[config.mk]
export PLATFORM = sky130hd
export DESIGN_NAME = grade_sorter
export DESIGN_NICKNAME = d
export VERILOG_FILES = /design/src/rtl/grade_sorter_pkg.sv /design/src/rtl/gs_start_sync.sv /design/src/rtl/gs_delay_timer.sv /design/src/rtl/gs_grade_chain.sv /design/src/rtl/grade_sorter.sv
export SDC_FILE = /design/constraint.sdc
export NUM_CORES = 1
export LEC_CHECK = 0
export ABC_AREA = 1
export BUFFER_PORTS_ARGS = -buffer_cell sky130_fd_sc_hd__buf_2
export CAP_MARGIN = 15
export CORE_AREA = 2 2 153 155
export DETAILED_ROUTE_END_ITERATION = 8
export DIE_AREA = 0 0 155 157
export GPL_ROUTABILITY_DRIVEN = 0
export PLACE_DENSITY = 0.77
export SLEW_MARGIN = 5
export SYNTH_ARGS = -nofsm -noshare
export SYNTH_HDL_FRONTEND = slang
export SYNTH_SLANG_ARGS = --single-unit
[constraint.sdc]
create_clock -name clk_i -period 2.7 [get_ports clk_i]
set_clock_uncertainty 0.2 [all_clocks]
set_input_delay 0.405 -clock clk_i [delete_from_list [all_inputs] [get_ports clk_i]]
set_output_delay 0.405 -clock clk_i [all_outputs]
set_load 0.01 [all_outputs]
[src/rtl/grade_sorter_pkg.sv]
package grade_sorter_pkg;
  localparam int unsigned GS_PAT_W = 4;

  typedef enum logic [2:0] {
    ST_IDLE,
    ST_WAIT,
    ST_SDLY,
    ST_MEAS,
    ST_EDLY
  } gs_state_e;
endpackage

[src/rtl/gs_start_sync.sv]
module gs_start_sync #(
  parameter int unsigned NUM_LINES = 8,
  localparam int unsigned SEL_W = $clog2(NUM_LINES)
) (
  input  logic                 clk_i,
  input  logic                 rst_ni,
  input  logic [NUM_LINES-1:0] lines_i,
  input  logic [SEL_W-1:0]     sel_i,
  output logic                 rise_o
);
  logic [NUM_LINES-1:0] s1_q, s2_q;
  logic                 prev_q;
  logic                 pick;

  always_ff @(posedge clk_i or negedge rst_ni) begin
    if (!rst_ni) begin
      s1_q   <= '0;
      s2_q   <= '0;
      prev_q <= 1'b0;
    end else begin
      s1_q   <= lines_i;
      s2_q   <= s1_q;
      prev_q <= pick;
    end
  end

  assign pick   = s2_q[sel_i];
  assign rise_o = pick & ~prev_q;
endmodule

[src/rtl/gs_delay_timer.sv]
module gs_delay_timer #(
  parameter int unsigned DLY_W = 24
) (
  input  logic             clk_i,
  input  logic             rst_ni,
  input  logic             load_i,
  input  logic [DLY_W-1:0] val_i,
  output logic             zero_o
);
  logic [DLY_W-1:0] cnt_q;

  always_ff @(posedge clk_i or negedge rst_ni) begin
    if (!rst_ni)             cnt_q <= '0;
    else if (load_i)         cnt_q <= val_i;
    else if (cnt_q != '0)    cnt_q <= cnt_q - DLY_W'(1);
  end

  assign zero_o = (cnt_q == '0);
endmodule

[src/rtl/gs_grade_chain.sv]
module gs_grade_chain #(
  parameter int unsigned NUM_STAGES = 4,
  parameter int unsigned MEAS_W     = 32,
  parameter int unsigned PAT_W      = 4,
  localparam int unsigned ST_W = $clog2(NUM_STAGES + 1)
) (
  input  logic [MEAS_W-1:0]            meas_i,
  input  logic [NUM_STAGES*MEAS_W-1:0] lim_hi_i,
  input  logic [NUM_STAGES*MEAS_W-1:0] lim_lo_i,
  input  logic [NUM_STAGES*PAT_W-1:0]  fail_pat_i,
  input  logic [PAT_W-1:0]             pass_pat_i,
  input  logic [ST_W-1:0]              n_stages_i,
  output logic [PAT_W-1:0]             pat_o
);
  logic [NUM_STAGES-1:0] fail_v;

  for (genvar g = 0; g < NUM_STAGES; g++) begin : g_stage
    logic signed [MEAS_W-1:0] hi, lo, v;
    logic                     active;
    assign hi        = lim_hi_i[g*MEAS_W +: MEAS_W];
    assign lo        = lim_lo_i[g*MEAS_W +: MEAS_W];
    assign v         = meas_i;
    assign active    = n_stages_i > ST_W'(g);
    assign fail_v[g] = active & ((v > hi) | (v < lo));
  end

  // lowest failing index wins: widest band is reported first
  always_comb begin
    pat_o = pass_pat_i;
    for (int i = NUM_STAGES - 1; i >= 0; i--) begin
      if (fail_v[i]) pat_o = fail_pat_i[i*PAT_W +: PAT_W];
    end
  end
endmodule

[src/rtl/grade_sorter.sv]
module grade_sorter
  import grade_sorter_pkg::*;
#(
  parameter int unsigned NUM_STAGES = 4,
  parameter int unsigned MEAS_W     = 32,
  parameter int unsigned NUM_LINES  = 8,
  parameter int unsigned DLY_W      = 24,
  parameter int unsigned CNT_W      = 16,
  localparam int unsigned PAT_W = GS_PAT_W,
  localparam int unsigned SEL_W = $clog2(NUM_LINES),
  localparam int unsigned ST_W  = $clog2(NUM_STAGES + 1)
) (
  input  logic                         clk_i,
  input  logic                         rst_ni,
  input  logic                         run_i,
  input  logic [CNT_W-1:0]             comp_count_i,
  input  logic [SEL_W-1:0]             line_sel_i,
  input  logic [NUM_LINES-1:0]         start_lines_i,
  input  logic [DLY_W-1:0]             start_dly_i,
  input  logic [DLY_W-1:0]             end_dly_i,
  input  logic [ST_W-1:0]              n_stages_i,
  input  logic [NUM_STAGES*MEAS_W-1:0] lim_hi_i,
  input  logic [NUM_STAGES*MEAS_W-1:0] lim_lo_i,
  input  logic [NUM_STAGES*PAT_W-1:0]  fail_pat_i,
  input  logic [PAT_W-1:0]             pass_pat_i,
  input  logic [MEAS_W-1:0]            meas_i,
  input  logic                         meas_valid_i,
  output logic [PAT_W-1:0]             pat_o,
  output logic                         meas_req_o,
  output logic                         busy_o,
  output logic                         done_o
);
  gs_state_e         state_q;
  logic [CNT_W-1:0]  parts_q;
  logic              done_q;
  logic [PAT_W-1:0]  pat_q;
  logic              rise;
  logic              tmr_zero;
  logic              tmr_load;
  logic [DLY_W-1:0]  tmr_val;
  logic [PAT_W-1:0]  grade_pat;
  logic              take_meas;

  gs_start_sync #(.NUM_LINES(NUM_LINES)) u_sync (
    .clk_i   (clk_i),
    .rst_ni  (rst_ni),
    .lines_i (start_lines_i),
    .sel_i   (line_sel_i),
    .rise_o  (rise)
  );

  gs_grade_chain #(
    .NUM_STAGES (NUM_STAGES),
    .MEAS_W     (MEAS_W),
    .PAT_W      (PAT_W)
  ) u_chain (
    .meas_i     (meas_i),
    .lim_hi_i   (lim_hi_i),
    .lim_lo_i   (lim_lo_i),
    .fail_pat_i (fail_pat_i),
    .pass_pat_i (pass_pat_i),
    .n_stages_i (n_stages_i),
    .pat_o      (grade_pat)
  );

  assign take_meas = (state_q == ST_MEAS) && meas_valid_i;
  assign tmr_load  = ((state_q == ST_WAIT) && rise) || take_meas;
  assign tmr_val   = (state_q == ST_WAIT) ? start_dly_i : end_dly_i;

  gs_delay_timer #(.DLY_W(DLY_W)) u_tmr (
    .clk_i  (clk_i),
    .rst_ni (rst_ni),
    .load_i (tmr_load),
    .val_i  (tmr_val),
    .zero_o (tmr_zero)
  );

  always_ff @(posedge clk_i or negedge rst_ni) begin
    if (!rst_ni) begin
      state_q <= ST_IDLE;
      parts_q <= '0;
      done_q  <= 1'b0;
      pat_q   <= '0;
    end else begin
      unique case (state_q)
        ST_IDLE: begin
          if (run_i) begin
            parts_q <= '0;
            if (comp_count_i == '0) begin
              done_q <= 1'b1;
            end else begin
              done_q  <= 1'b0;
              state_q <= ST_WAIT;
            end
          end
        end
        ST_WAIT: if (rise) state_q <= ST_SDLY;
        ST_SDLY: if (tmr_zero) state_q <= ST_MEAS;
        ST_MEAS: begin
          if (meas_valid_i) begin
            pat_q   <= grade_pat;
            parts_q <= parts_q + CNT_W'(1);
            state_q <= ST_EDLY;
          end
        end
        ST_EDLY: begin
          if (tmr_zero) begin
            if (parts_q >= comp_count_i) begin
              done_q  <= 1'b1;
              state_q <= ST_IDLE;
            end else begin
              state_q <= ST_WAIT;
            end
          end
        end
        default: state_q <= ST_IDLE;
      endcase
    end
  end

  assign pat_o      = pat_q;
  assign meas_req_o = (state_q == ST_MEAS);
  assign busy_o     = (state_q != ST_IDLE);
  assign done_o     = done_q;
endmodule

==> flow_summary.json <==
{
  "tightest_slew_ns": 0.836,
  "cts_max_level": 3,
  "ys_types": 46,
  "cts_tree": "done",
  "multi_input_area_um2": 7720,
  "die-width_um": 155,
  "place_area_um2": 13400,
  "place_hpwl_um": 29800,
  "ff_latch_area_um2": 1630,
  "cp_max_fo": 8,
  "syn_to_final_growth_pct": 29.0,
  "synthesis.area_um2": 10800,
  "vias": 11963,
  "synth_top_area_share_pct": 31.4,
  "endpoint_kind": "flip-flop",
  "cts_setup_buffers": 0,
  "numPortBuffers": 396,
  "maxCapViolations": 0,
  "maxSlewHeadroom_pct": 44.3,
  "final_area_um2": 13900,
  "dieHeight_um": 157,
  "p_leak_nw": 8.61,
  "clkTransAtPathRegs_ns": 0.05,
  "yosysMostFrequentCell": "inv_1",
  "syn_area_per_cell_um2": 6.67,
  "cp.arrival_ns": 2.52,
  "vias_per_cell": 5.06,
  "finalHoldViolations": 0,
  "coreArea_um2": 22500,
  "yosysSeqAreaShare_pct": 15.1,
  "drt_iter0_markers": 685,
  "nFillCells": 2127,
  "nets": 2721,
  "setup_viol": 0,
  "grtUsageTotal_pct": 28.0,
  "ir_drop_v": 0.000365,
  "ios": 397,
  "power_mw": 5.78,
  "grt_pass1_wl_um": 54600,
  "cp.required_ns": 2.72,
  "die_area_um2": 24300,
  "synth-edff-count": 0,
  "clk-insertion-delay-late_ns": 0.34,
  "post-route-util_pct": 61.6,
  "wl_um": 34800,
  "hp-class": "input pin to asynchronous set/reset pin",
  "cts_made_buffers": 9,
  "synth_warnings": 0,
  "dr.pass1.iters": 5,
  "pwr_density_cell_nw_per_um2": 417,
  "antenna_found_initial": 15,
  "ys_ff_latch": 65,
  "max_freq_ghz": 0.400,
  "grt_pass1_vias": 11480,
  "initial_core_util_pct": 47.8,
  "rows": 55,
  "period_minus_slack_ns": 2.50,
  "period_share_pct": 92.6,
  "cts.sinks": 65,
  "overflow": 0,
  "start_kind": "input pin",
  "critical_path_class": "input pin to flip-flop",
  "status": "complete, no violations",
  "synth_top_flop_cell": "dfrtp_1",
  "routedWlPerCell_um": 14.7,
  "synth_fp_nets": 2272,
  "grt_start_max_net_pins": 66,
  "clockBufferDepth": 2,
  "detail-route-antenna-nets": 0,
  "postSynthCellCount": 1612,
  "synth.area.top_cells": "ha_1 (31%), dfrtp_1 (15%), inv_1 (13%), nand2_1 (12%), a21oi_1 (7.7%)",
  "synthArstFlopShare_pct": 100,
  "ys_top_cells_by_count": "inv_1 (373), nand2_1 (346), ha_1 (270), a21oi_1 (165), nor2_1 (86)",
  "yosysTopAreaCell": "ha_1",
  "slew_viol_final": 0,
  "cts_root_buf": "clkbuf_16",
  "remaining_drc_errors": 0,
  "drive_gt1_share_pct": 24.1
}
## state kept, by name, indices dropped and copies added, names as in the netlist
| signal | cells |
|---|---|
| done_o | 1 |
| state_q | 3 |
| u_sync.s2_q | 8 |
| parts_q | 16 |
| u_tmr.cnt_q | 24 |
| pat_o | 4 |
| u_sync.prev_q | 1 |
| u_sync.s1_q | 8 |
## where the power goes
| group | leakage [nW] | internal (mW) | switching, mW |
|---|---|---|---|
| sequential | 0.808 | 1.24 | 0.234 |
| clock | 0.146 | 0.709 | 0.425 |
| combinational | 7.66 | 1.30 | 1.87 |
| total | 8.61 | 3.26 | 2.53 |
## worst paths after layout
| check | start | endpoint | slack (ns) | depth (start not counted) |
|---|---|---|---|---|
| hold reg to reg | u_sync.s1_q[5] | u_sync.s2_q[5] | 0.15 | 0 |
| setup reg to reg | u_tmr.cnt_q[0] | state_q[0] | 0.23 | 12 |
| min in group clk_i | start_dly_i[2] | u_tmr.cnt_q[2] | 0.13 | 3 |
| hold / removal | rst_ni | parts_q[15] | 0.05 | 2 |
| setup / recovery | meas_i[17] | pat_o[3] | 0.20 | 20 |
| max in group asynchronous | rst_ni | u_tmr.cnt_q[5] | 1.70 | 2 |
## worst max-delay path, cell delays in order
cell and delay (ns):
buf_2 0.23, ha_1 0.29, nand2_1 0.07, inv_1 0.03
o21ai_0 0.13, nand2_1 0.08, a21oi_2 0.20, buf_4 0.14
o21a_1 0.12, nand2_1 0.06, nand2_1 0.05, nand2_1 0.05
nand2_1 0.13, nand2_1 0.13, nand3_1 0.11, nand2_1 0.05
nand2_1 0.06, nand2_1 0.06, nand2_1 0.06, nand2_1 0.05
## metrics by stage
step	hold slack (ns)	cells	worst slack [ns]	setup TNS [ns]
floorplan	-0.0906	1612	0.438	0
global placement	0.133	2327	-0.124	-0.477
detailed placement	0.137	2327	-0.222	-0.751
CTS	0.0776	2351	0.131	0
global route	0.123	2365	-0.0115	-0.0175
finish	0.0549	2365	0.201	0
## logic make-up after synthesis
| group | synth area share [%] |
|---|---|
| and+or+nand+nor | 24.0 |
| buffers and inverters | 13.7 |
| AOI/OAI and AO/OA | 14.1 |
| adders and majority gates | 31.4 |
| DFF | 15.1 |
| xor gates and xnor gates | 1.63 |
| muxes | 0.0931 |
## per-layer routing
metal	track usage (%)	vias up	share of wire, %
li1	-	6181	-
met1	37.0	5282	45
met2	46.0	420	45
met3	4.41	78	6.0
met4	11.1	2	3.6
met5	0	-	0.032
## cells in the final DEF, fill, tap and decap left out, types with 9 or more instances in the layout
master	count
a21oi_1	164
buf_2	394
buf_4	46
clkbuf_16	9
dfrtp_1	65
diode_2	14
ha_1	268
inv_1	373
nand2_1	342
nand3_1	63
nand4_1	25
nor2_1	84
nor3_1	29
o211ai_1	13
o21a_1	14
o21ai_0	53
xor2_1	13
## repair_timing
item,CTS,global route
hold buffers,8,0
hold endpoints to repair,8,0
setup endpoints to repair,0,5
resized for setup,0,17
## layout make-up
type                       instances  area share [%]
clock inverter                     6           0.424
tap                              285            2.57
clock buffer                      10            1.65
multi-input combinational       1157            55.7
inverter                         378            10.2
timing repair buffer             450            17.5
antenna                           14           0.253
sequential                        65            11.7
No activity file was read; power rests on OpenSTA's default activity.
